File: src/rtl/evt_timer_pkg.sv
package evt_timer_pkg;
  localparam int unsigned ADDR_W = 8;
  localparam int unsigned DATA_W = 32;
  localparam int unsigned CNT_W  = 2 * DATA_W;

  localparam logic [ADDR_W-1:0] OFF_CAP_LO = 8'h00;
  localparam logic [ADDR_W-1:0] OFF_CAP_HI = 8'h04;
  localparam logic [ADDR_W-1:0] OFF_CFG_LO = 8'h10;
  localparam logic [ADDR_W-1:0] OFF_CFG_HI = 8'h14;
  localparam logic [ADDR_W-1:0] OFF_STAT   = 8'h20;
  localparam logic [ADDR_W-1:0] OFF_CNT_LO = 8'hF0;
  localparam logic [ADDR_W-1:0] OFF_CNT_HI = 8'hF4;

  localparam logic [DATA_W-1:0] CAP_ID = 32'h8086_A201;

  localparam int unsigned LEG_LINE_CH0 = 0;
  localparam int unsigned LEG_LINE_CH1 = 8;

  typedef struct packed {
    logic leg;
    logic en;
  } glob_cfg_t;
endpackage

File: src/rtl/evt_cfg_reg.sv
module evt_cfg_reg
  import evt_timer_pkg::*;
#(
  parameter int unsigned NCH = 3
) (
  input  logic           clk_i,
  input  logic           rst_ni,
  input  logic           wr_i,
  input  logic [1:0]     wdata_i,
  input  logic [NCH-1:0] cmp_ones_i,
  output glob_cfg_t      cfg_o,
  output logic [NCH-1:0] arm_o,
  output logic [NCH-1:0] disarm_o
);
  glob_cfg_t      cfg_q;
  logic [NCH-1:0] arm_q, disarm_q;
  logic           en_rise, en_fall;

  assign en_rise = wr_i &  wdata_i[0] & ~cfg_q.en;
  assign en_fall = wr_i & ~wdata_i[0] &  cfg_q.en;

  always_ff @(posedge clk_i or negedge rst_ni) begin
    if (!rst_ni) begin
      cfg_q    <= '0;
      arm_q    <= '0;
      disarm_q <= '0;
    end else begin
      if (wr_i) begin
        cfg_q.en  <= wdata_i[0];
        cfg_q.leg <= wdata_i[1];
      end
      // skip channels whose comparator was never loaded
      arm_q    <= en_rise ? ~cmp_ones_i : '0;
      disarm_q <= en_fall ? '1 : '0;
    end
  end

  assign cfg_o    = cfg_q;
  assign arm_o    = arm_q;
  assign disarm_o = disarm_q;
endmodule

File: src/rtl/evt_main_cnt.sv
module evt_main_cnt
  import evt_timer_pkg::*;
(
  input  logic              clk_i,
  input  logic              rst_ni,
  input  logic              en_i,
  input  logic              wr_lo_i,
  input  logic              wr_hi_i,
  input  logic [DATA_W-1:0] wdata_i,
  output logic [CNT_W-1:0]  count_o,
  output logic              warn_o
);
  logic [CNT_W-1:0] cnt_q;
  logic             warn_q;

  always_ff @(posedge clk_i or negedge rst_ni) begin
    if (!rst_ni) begin
      cnt_q  <= '0;
      warn_q <= 1'b0;
    end else begin
      if (wr_lo_i)      cnt_q[DATA_W-1:0]     <= wdata_i;
      else if (wr_hi_i) cnt_q[CNT_W-1:DATA_W] <= wdata_i;
      else if (en_i)    cnt_q                 <= cnt_q + 1'b1;
      warn_q <= (wr_lo_i | wr_hi_i) & en_i;
    end
  end

  assign count_o = cnt_q;
  assign warn_o  = warn_q;
endmodule

File: src/rtl/evt_irq_route.sv
module evt_irq_route
  import evt_timer_pkg::*;
#(
  parameter int unsigned NCH    = 3,
  parameter int unsigned NLINES = 24,
  parameter int unsigned RTE_W  = 5
) (
  input  logic               clk_i,
  input  logic               rst_ni,
  input  logic               en_i,
  input  logic               leg_i,
  input  logic [NCH-1:0]     fire_i,
  input  logic [NCH-1:0]     ch_en_i,
  input  logic [NCH*RTE_W-1:0] route_i,
  output logic [NLINES-1:0]  irq_o
);
  logic [RTE_W-1:0]  dest [NCH];
  logic [NLINES-1:0] irq_d, irq_q;

  for (genvar c = 0; c < NCH; c++) begin : g_ch
    if (c == 0) begin : g_leg0
      assign dest[c] = leg_i ? RTE_W'(LEG_LINE_CH0) : route_i[c*RTE_W +: RTE_W];
    end else if (c == 1) begin : g_leg1
      assign dest[c] = leg_i ? RTE_W'(LEG_LINE_CH1) : route_i[c*RTE_W +: RTE_W];
    end else begin : g_plain
      assign dest[c] = route_i[c*RTE_W +: RTE_W];
    end
  end

  always_comb begin
    irq_d = '0;
    for (int c = 0; c < NCH; c++) begin
      if (fire_i[c] && ch_en_i[c] && en_i && (int'(dest[c]) < NLINES))
        irq_d[dest[c]] = 1'b1;
    end
  end

  always_ff @(posedge clk_i or negedge rst_ni) begin
    if (!rst_ni) irq_q <= '0;
    else         irq_q <= irq_d;
  end

  assign irq_o = irq_q;
endmodule

File: src/rtl/evt_timer_glob.sv
module evt_timer_glob
  import evt_timer_pkg::*;
#(
  parameter int unsigned NCH     = 3,
  parameter int unsigned NLINES  = 24,
  parameter int unsigned RTE_W   = $clog2(NLINES),
  parameter logic [31:0] TICK_FS = 32'd10_000_000
) (
  input  logic                 clk_i,
  input  logic                 rst_ni,
  input  logic                 reg_wr_i,
  input  logic [ADDR_W-1:0]    reg_addr_i,
  input  logic [DATA_W-1:0]    reg_wdata_i,
  output logic [DATA_W-1:0]    reg_rdata_o,
  input  logic [NCH-1:0]       ch_fire_i,
  input  logic [NCH-1:0]       ch_en_i,
  input  logic [NCH*RTE_W-1:0] ch_route_i,
  input  logic [NCH-1:0]       ch_cmp_ones_i,
  output logic [NCH-1:0]       arm_o,
  output logic [NCH-1:0]       disarm_o,
  output logic [NLINES-1:0]    irq_o,
  output logic                 legacy_dis_o,
  output logic                 cnt_wr_warn_o,
  output logic [CNT_W-1:0]     count_o
);
  glob_cfg_t        cfg;
  logic             glob_en;
  logic             cfg_wr, cnt_wr_lo, cnt_wr_hi;
  logic [CNT_W-1:0] cnt;

  assign cfg_wr    = reg_wr_i && (reg_addr_i == OFF_CFG_LO);
  assign cnt_wr_lo = reg_wr_i && (reg_addr_i == OFF_CNT_LO);
  assign cnt_wr_hi = reg_wr_i && (reg_addr_i == OFF_CNT_HI);

  evt_cfg_reg #(.NCH(NCH)) cfg_i (
    .clk_i      (clk_i),
    .rst_ni     (rst_ni),
    .wr_i       (cfg_wr),
    .wdata_i    (reg_wdata_i[1:0]),
    .cmp_ones_i (ch_cmp_ones_i),
    .cfg_o      (cfg),
    .arm_o      (arm_o),
    .disarm_o   (disarm_o)
  );

  assign glob_en = cfg.en;

  evt_main_cnt cnt_i (
    .clk_i   (clk_i),
    .rst_ni  (rst_ni),
    .en_i    (glob_en),
    .wr_lo_i (cnt_wr_lo),
    .wr_hi_i (cnt_wr_hi),
    .wdata_i (reg_wdata_i),
    .count_o (cnt),
    .warn_o  (cnt_wr_warn_o)
  );

  evt_irq_route #(.NCH(NCH), .NLINES(NLINES), .RTE_W(RTE_W)) route_i (
    .clk_i   (clk_i),
    .rst_ni  (rst_ni),
    .en_i    (glob_en),
    .leg_i   (cfg.leg),
    .fire_i  (ch_fire_i),
    .ch_en_i (ch_en_i),
    .route_i (ch_route_i),
    .irq_o   (irq_o)
  );

  always_comb begin
    unique case (reg_addr_i)
      OFF_CAP_LO: reg_rdata_o = CAP_ID;
      OFF_CAP_HI: reg_rdata_o = TICK_FS;
      OFF_CFG_LO: reg_rdata_o = {{(DATA_W-2){1'b0}}, cfg.leg, cfg.en};
      OFF_CNT_LO: reg_rdata_o = cnt[DATA_W-1:0];
      OFF_CNT_HI: reg_rdata_o = cnt[CNT_W-1:DATA_W];
      default:    reg_rdata_o = '0;
    endcase
  end

  assign legacy_dis_o = cfg.leg;
  assign count_o      = cnt;
endmodule

File: config.mk
export PLATFORM = sky130hd
export DESIGN_NAME = evt_timer_glob
export DESIGN_NICKNAME = d
export VERILOG_FILES = /design/src/rtl/evt_timer_pkg.sv /design/src/rtl/evt_cfg_reg.sv /design/src/rtl/evt_main_cnt.sv /design/src/rtl/evt_irq_route.sv /design/src/rtl/evt_timer_glob.sv
export SDC_FILE = /design/constraint.sdc
export NUM_CORES = 1
export LEC_CHECK = 0
export BUFFER_PORTS_ARGS = -buffer_cell sky130_fd_sc_hd__buf_2
export CORE_MARGIN = 3
export CORE_UTILIZATION = 45
export DETAILED_ROUTE_END_ITERATION = 8
export PLACE_DENSITY_LB_ADDON = 0.25
export SETUP_SLACK_MARGIN = 0.5
export SLEW_MARGIN = 20
export SYNTH_ARGS = -nofsm -noshare
export SYNTH_HDL_FRONTEND = slang
export SYNTH_SLANG_ARGS = --single-unit
File: constraint.sdc
create_clock -name clk_i -period 5.2 [get_ports clk_i]
set_input_delay 0.78 -clock clk_i [delete_from_list [all_inputs] [get_ports clk_i]]
set_output_delay 0.78 -clock clk_i [all_outputs]
set_load 0.03 [all_outputs]
==> results of run 1 <==
[sequential cells by signal, summed over array words and instances (netlist names)]
register / flops
cfg_i.arm_o: 3
cfg_i.disarm_o: 1
cnt_i.warn_o: 1
cfg_i.cfg_o: 2
route_i.irq_o: 24
cnt_i.count_o: 64
[per-layer routing]
metal | GRT usage | vias up
met1 | 0.373 | 2978
li1 | - | 2844
met5 | 0 | -
met4 | 0.151 | 0
met3 | 0.0517 | 53
met2 | 0.463 | 308
[cell type report]
cell class,count,area [um^2]
tap,168,210
inverter,11,41.3
clock inverter,3,65.1
multi-input combinational,521,3170
fill,1165,5060
sequential,95,2380
timing repair buffer,201,1030
clock buffer,13,260
[power by group]
part / switching (mW) / internal, mW
Combinational: 0.197 / 0.0925
Sequential: 0.0798 / 0.777
Clock: 0.286 / 0.448
[final timing paths]
check / startpoint / slack (ns) / depth (start not counted) / endpoint
setup / recovery: reg_addr_i[3] / 1.91 / 6 / reg_rdata_o[7]
hold / removal: rst_ni / 0.38 / 1 / cnt_i.count_o[3]
setup reg to reg: cnt_i.count_o[0] / 2.31 / 7 / cnt_i.count_o[46]
hold reg to reg: cnt_i.count_o[35] / 0.56 / 1 / cnt_i.count_o[35]
max in group asynchronous: rst_ni / 3.66 / 2 / cnt_i.count_o[18]
min in group clk_i: cnt_i.count_o[35] / 0.56 / 1 / cnt_i.count_o[35]
[Yosys cell counts (5+ instances only)]
cell type  count  area share
inv_1         11      0.0072
a21oi_1       10      0.0088
nor3b_1        5      0.0066
nand4_1       29       0.032
a22o_1        18       0.028
a211oi_1       5      0.0066
dfrtp_1       95        0.42
o311ai_0       6      0.0092
xor2_1        15       0.023
o221ai_1      18       0.028
o21ai_0       40       0.035
buf_2          7      0.0061
nor2_1        44       0.029
a221o_1       12       0.021
and3_1        10       0.011
and4_1        11       0.017
nor4_1         8      0.0088
nand3_1       41       0.036
clkbuf_1      22       0.014
nand2_1      120       0.079
o211ai_1      15       0.020
xnor2_1       25       0.038
nor3_1        29       0.025
[cells by family (layout without fill, tap and decap cells)]
logic type / Yosys count / in the layout / synth area share
and+or+nand+nor: 331 / 331 / 0.295
AOI/OAI and AO/OA: 146 / 146 / 0.188
DFF: 95 / 95 / 0.417
buffers and inverters: 43 / 228 / 0.0312
xor gates and xnor gates: 40 / 40 / 0.0614
muxes: 3 / 3 / 0.00571
adders and majority gates: 1 / 1 / 0.00219
[per-stage QoR]
step                setup slack, ns  hold WS, ns
finish                         1.91        0.382
global route                   1.67        0.429
CTS                            1.90        0.403
detailed placement             1.91        0.549
global placement               1.93        0.544
floorplan                      2.44        0.484
[critical path, delay by kind of cell]
kind	cells	cell delay, ns
simple gates	3	1.22
buf+inv	2	0.30
compound gates	1	0.21
==> flow_summary.json, run 1 <==
{
  "drtIter0Drc": 578,
  "met1_length_um": 8420,
  "grt_overflow": 0,
  "crit_type": "input pin to output port",
  "crit_path_end_kind": "output port",
  "finalWirelength_um": 20500,
  "drive_gt1_frac": 0.278,
  "start_util": 0.467,
  "dr.pass1.iters": 6,
  "finalPower_mw": 1.88,
  "clockBufferDepth": 2,
  "cp_cell_sequence": "buf_2 -> nor3_1 -> nand2_1 -> nor3_1 -> a221o_1 -> buf_2",
  "setup_tns_ns": 0,
  "yosys_warnings": 0,
  "syn_to_final_growth_pct": 25.4,
  "die_area_um2": 14100,
  "syn-num-nets": 727,
  "grt_usage": 0.289,
  "wl_met2_um": 9810,
  "dieWidth_um": 119,
  "grt_max_degree": 59,
  "fin_worst_skew_ns": 0.00539,
  "final_common_cell": "buf_2",
  "p_per_area_nw_per_um2": 263,
  "wl_per_cell_um": 20.3,
  "grt_pass1_wl_um": 32300,
  "h-tree-depth": 3,
  "synth_ff_type": "dfrtp_1",
  "drv_cap": 0,
  "setup_viol": 0,
  "vdd_drop_max_mv": 0.152,
  "final_nets": 907,
  "crit_arrival_ns": 2.51,
  "place_hpwl_um": 15000,
  "route.met3.wl_um": 1510,
  "fin_util": 0.585,
  "hold_path.class": "input pin to async pin",
  "gp_congestion": 0.898,
  "routed.top_layer": "met4",
  "leakage_nw": 3.27,
  "rsz0062_at_grt": "no",
  "crit_slowest_cell": "nor3_1",
  "dp.cells": 996,
  "cts_hold_buffers": 0,
  "status": "finished, final reports clean",
  "row_count": 40,
  "syn_inst": 659,
  "synth-seq-area-share": 0.417,
  "cts_resized": 0,
  "antenna_left": 0,
  "insertedDiodeCount": 0,
  "period_share": 0.633,
  "portBuffers": 194,
  "slew_violations": 0,
  "cts_setup_buffers": 0,
  "async_flop_share": 1.00,
  "fmax_mhz": 304,
  "instances_no_fill": 1012,
  "clock_sinks": 95,
  "tightest_slew_ns": 1.12,
  "syn_area_um2": 5700,
  "cts_root_buffer": "clkbuf_16",
  "crit_fanout": 5,
  "relSlewSlack": 0.250,
  "die_h_um": 119,
  "via_per_inst": 6.11,
  "dpl_cell_area_um2": 6820,
  "ys_ff_latch": 95,
  "coreArea_um2": 12200,
  "synth_edf_count": 0,
  "numCtsBuffers": 9,
  "path_clk_slew_ns": 0.06,
  "hold_viol": 0,
  "fin_crit_ns": 3.29,
  "ios": 195,
  "crit_required_ns": 4.42,
  "syn_area_per_cell_um2": 8.65,
  "critPathLaunchType": "input pin",
  "clock_latency_ns": 0.35,
  "fin_area_um2": 7150,
  "final_cell_mix": "193 x buf_2, 120 x nand2_1, 95 x dfrtp_1",
  "cts_tree": "done",
  "grt_pass1_vias": 6089,
  "max_stage_delay_ns": 0.84,
  "antenna_found_initial": 0,
  "ys_types": 58,
  "drc": 0,
  "route.vias.total": 6183
}
(Power assumes the default switching activity.)
==> run 2: changes to the inputs <==
- clock period: 5.2 -> 3.4 ns (I/O delays scaled with it)
==> flow_summary.json, run 2 (same netlist as run 1, synthesis figures left out) <==
{
  "crit_family": "simple AND/OR/NAND/NOR gates",
  "p_per_area_nw_per_um2": 381,
  "place_hpwl_um": 15300,
  "vdd_drop_max_mv": 0.225,
  "slew_violations": 0,
  "crit_fanout": 11,
  "dieWidth_um": 119,
  "drive_gt1_frac": 0.283,
  "fin_crit_ns": 2.61,
  "via_per_inst": 6.09,
  "max_stage_delay_ns": 0.67,
  "clock_sinks": 95,
  "leakage_nw": 3.28,
  "gp_congestion": 0.920,
  "drc": 0,
  "coreArea_um2": 12200,
  "route.vias.total": 6203,
  "cts_hold_buffers": 0,
  "r2r-end": "cnt_i.count_o[51]",
  "grt_pass1_wl_um": 32400,
  "largest_reg_flops": 64,
  "drtIter0Drc": 520,
  "row_count": 40,
  "crit_path_end_kind": "flop",
  "worstSetupPathDepth": 6,
  "antenna_found_initial": 0,
  "critPathLaunchType": "flop",
  "setup_tns_ns": 0,
  "numCtsBuffers": 9,
  "cts_root_buffer": "clkbuf_16",
  "h-tree-depth": 3,
  "tightest_slew_ns": 0.953,
  "crit_arrival_ns": 2.83,
  "cp_cell_sequence": "and3_1 -> nand2_1 -> or4_4 -> nor3_1 -> a31o_2 -> o211ai_1",
  "final_nets": 914,
  "hold_viol": 0,
  "clock_latency_ns": 0.35,
  "multi_input_area_um2": 3160,
  "drv_cap": 0,
  "final_cell_mix": "193 x buf_2, 120 x nand2_1, 95 x dfrtp_1",
  "fmax_mhz": 384,
  "period_share": 0.767,
  "cts_setup_buffers": 0,
  "register_area_um2": 2380,
  "critPathBufInv": 0,
  "grt_max_degree": 39,
  "path_clk_slew_ns": 0.07,
  "hold_path.class": "input pin to async pin",
  "worst_slack_ns": 0.793,
  "portBuffers": 194,
  "cts_tree": "done",
  "status": "finished, final reports clean",
  "crit_type": "flop to flop",
  "clockBufferDepth": 2,
  "endpoint": "cnt_i.count_o[51]",
  "fill_cells": 1156,
  "rr_startpoint": "cnt_i.count_o[17]",
  "cts_resized": 0,
  "grt_overflow": 0,
  "die_area_um2": 14100,
  "antenna_left": 0,
  "final_common_cell": "buf_2",
  "fin_worst_skew_ns": 0.00535,
  "dr.pass1.iters": 5,
  "r2r_cells": 6,
  "crit_slowest_cell": "or4_4",
  "die_h_um": 119,
  "ios": 195,
  "startpoint": "cnt_i.count_o[17]",
  "dpl_worst_slack_ns": 0.790,
  "finalWirelength_um": 20500,
  "setup_viol": 0,
  "insertedDiodeCount": 0,
  "crit_required_ns": 3.62,
  "rsz0062_at_grt": "no",
  "grt_pass1_vias": 6023,
  "grt_usage": 0.288,
  "wl_per_cell_um": 20.1,
  "start_util": 0.467,
  "syn_to_final_growth_pct": 25.4,
  "relSlewSlack": 0.364,
  "reg2reg_slack_ns": 0.79
}
## run 2: per-stage QoR
step	power [mW]	cells	hold slack, ns	utilization	area, um^2
after floorplan	1.55	659	0.214	-	5700
final	2.72	1019	0.122	0.585	7150
after global placement	1.76	1003	0.501	0.563	6870
after CTS	2.73	1019	0.137	0.585	7150
after global routing	2.82	1019	0.164	0.585	7150
after detailed placement	1.77	1003	0.509	0.563	6870
## run 2: report_power, final
group	leakage, nW	internal [mW]	switching, mW
combinational	1.87	0.143	0.299
sequential	1.28	1.19	0.120
clock	0.136	0.535	0.435
total	3.28	1.87	0.854
## run 2: area by class of cell
cell class                 count  share of cell area
clock inverter                 3             0.00245
sequential                    95               0.333
clock buffer                  13              0.0364
tap                          168              0.0294
inverter                      11             0.00578
timing repair buffer         208               0.151
multi-input combinational    521               0.442
## run 2: how the worst min path moves through the flow
stage	from	to	slack, ns
2_1_floorplan	rst_ni	cfg_i.arm_o[0]	0.21
3_3_place_gp	rst_ni	cnt_i.count_o[3]	0.50
3_5_place_dp	rst_ni	cnt_i.count_o[3]	0.51
4_1_cts	rst_ni	cnt_i.count_o[37]	0.14
5_1_grt	rst_ni	cfg_i.arm_o[0]	0.16
6_report	rst_ni	cfg_i.arm_o[0]	0.12
## run 2: routing by layer
metal | global-route usage | vias up | part of all wire
met5 | 0 | - | 0
met4 | 0.124 | 0 | 0.023
met3 | 0.0469 | 38 | 0.091
met2 | 0.465 | 332 | 0.48
met1 | 0.385 | 2977 | 0.40
li1 | - | 2856 | -
==> run 3: changes to the inputs <==
- clock period: 3.4 -> 2.5 ns (I/O delays scaled with it)
==> flow_summary.json, run 3 (same netlist as run 1, synthesis figures left out) <==
{
  "status": "finished, final reports clean",
  "drv_cap": 0,
  "dr.pass1.iters": 6,
  "place_hpwl_um": 15500,
  "tightest_slew_ns": 0.752,
  "die_h_um": 119,
  "cts_tree": "done",
  "reg2reg_slack_ns": 0.33,
  "grt_max_degree": 48,
  "grt_pass1_vias": 6451,
  "setup_tns_ns": 0,
  "endpoint": "cnt_i.count_o[49]",
  "worst_path_most_repeated_cell": "or4_4",
  "slew_violations": 0,
  "drc": 0,
  "p_seq_frac": 0.428,
  "crit_family": "simple AND/OR/NAND/NOR gates",
  "period_share": 0.870,
  "gp_congestion": 0.910,
  "p_int_mw": 2.83,
  "via_per_inst": 6.20,
  "relSlewSlack": 0.495,
  "clock_sinks": 95,
  "grt_usage": 0.310,
  "dp.cells": 1026,
  "fmax_mhz": 460,
  "hold_viol": 0,
  "h-tree-depth": 3,
  "antenna_found_initial": 0,
  "grt_pass1_wl_um": 34600,
  "final_common_cell": "buf_2",
  "syn_to_final_growth_pct": 55.1,
  "crit_required_ns": 2.73,
  "numCtsBuffers": 9,
  "instances_no_fill": 1112,
  "route.vias.total": 6890,
  "fill_cells": 908,
  "p_sw_frac": 0.308,
  "setup_viol": 0,
  "combPwrFrac": 0.233,
  "final_cell_mix": "155 x buf_2, 111 x nand2_1, 87 x buf_4",
  "antenna_left": 0,
  "grt_overflow": 0,
  "switchingPower_mw": 1.26,
  "p_clk_frac": 0.339,
  "drive_gt1_frac": 0.460,
  "portBuffers": 194,
  "clock_latency_ns": 0.35,
  "crit_fanout": 6,
  "path_clk_slew_ns": 0.07,
  "fin_worst_skew_ns": 0.00509,
  "finalWirelength_um": 23900,
  "crit_type": "flop to flop",
  "rsz0062_at_grt": "yes",
  "rr_startpoint": "cnt_i.count_o[23]",
  "crit_path_end_kind": "flop",
  "final_nets": 1007,
  "hold_path.class": "input pin to flop",
  "ios": 195,
  "startpoint": "cnt_i.count_o[23]",
  "multi_input_area_um2": 3630,
  "row_count": 40,
  "r2r-end": "cnt_i.count_o[49]",
  "coreArea_um2": 12200,
  "worstSetupPathDepth": 6,
  "register_area_um2": 2420,
  "cp_cell_sequence": "and3_4 -> nand4_1 -> or4_4 -> or4_4 -> xor2_1 -> o21ai_2",
  "leakage_nw": 4.04,
  "insertedDiodeCount": 0,
  "largest_reg_flops": 64,
  "start_util": 0.467,
  "fin_util": 0.724,
  "crit_arrival_ns": 2.41,
  "p_per_area_nw_per_um2": 461,
  "die_area_um2": 14100,
  "r2r_cells": 6,
  "critPathBufInv": 0,
  "crit_slowest_cell": "or4_4",
  "wl_per_cell_um": 21.5,
  "fin_crit_ns": 2.17,
  "critPathLaunchType": "flop",
  "cts_root_buffer": "clkbuf_16",
  "vdd_drop_max_mv": 0.293,
  "drtIter0Drc": 818,
  "max_stage_delay_ns": 0.60,
  "dieWidth_um": 119,
  "clockBufferDepth": 2
}
## run 3: changes by cell type in the layout (fill, tap and decap cells not counted), sizes merged
| cell | before | now |
|---|---|---|
| clkbuf | 13 | 19 |
| dlygate4sd3 | 0 | 1 |
| clkinv | 2 | 0 |
| bufinv | 0 | 1 |
| buf | 208 | 296 |
| inv | 11 | 10 |
## run 3: worst min path at each step
stage / from / end / slack [ns] / cells after the start
6_report: ch_cmp_ones_i[0] / cfg_i.arm_o[0] / 0.17 / 2
5_1_grt: ch_cmp_ones_i[1] / cfg_i.arm_o[1] / 0.17 / 2
4_1_cts: ch_cmp_ones_i[0] / cfg_i.arm_o[0] / 0.17 / 2
3_5_place_dp: rst_ni / cfg_i.arm_o[0] / 0.33 / 1
3_3_place_gp: rst_ni / cfg_i.arm_o[0] / 0.32 / 1
2_1_floorplan: rst_ni / cfg_i.arm_o[0] / 0.08 / 0
## run 3: final cells by class
cell class | instances | share of cell area
repair buffers | 301 | 0.254
clock buffers | 15 | 0.0291
well taps | 168 | 0.0238
flip-flops and latches | 95 | 0.274
multi-input cells | 521 | 0.410
inverters | 11 | 0.00509
clock inverters | 1 | 0.00340
## run 3: what timing repair did
item | CTS | global route
buffers inserted | 34 | 30
gates cloned | 3 | 2
resized for setup | 67 | 140
endpoints found under the hold margin | 27 | 0
hold buffers | 1 | 0
setup endpoints to repair | 82 | 107
pin swaps | 16 | 61
## run 3: worst reg2reg max path: cells and delay by family (launching register included)
kind	cells	cell delay (ns)
flip-flops	1	0.38
XOR/XNOR	1	0.17
AO/OA/AOI/OAI	1	0.06
AND/OR/NAND/NOR	4	1.43
## run 3: through the flow
step	hold WS (ns)	power (mW)	setup slack, ns	area [um^2]
4_1_cts	0.166	3.98	0.366	8060
5_1_grt	0.173	4.20	0.229	8840
3_3_place_gp	0.321	2.44	0.162	7170
2_1_floorplan	0.0794	2.13	0.317	5840
3_5_place_dp	0.332	2.46	0.203	7170
6_report	0.168	4.08	0.326	8840
## run 3: layer usage
layer	vias up	GRT usage	part of all wire
met5	-	0	0
met1	3332	0.406	0.39
met2	456	0.494	0.47
met3	74	0.0737	0.10
met4	0	0.123	0.040
li1	3028	-	-
## run 3: power by group through the flow
stage | clock, mW | combinational, mW | sequential, mW
global route | 1.44 | 1.00 | 1.76
global placement | 0 | 0.649 | 1.79
detailed placement | 0 | 0.659 | 1.80
CTS | 1.39 | 0.854 | 1.74
finish | 1.38 | 0.951 | 1.75
floorplan | 0 | 0.202 | 1.93
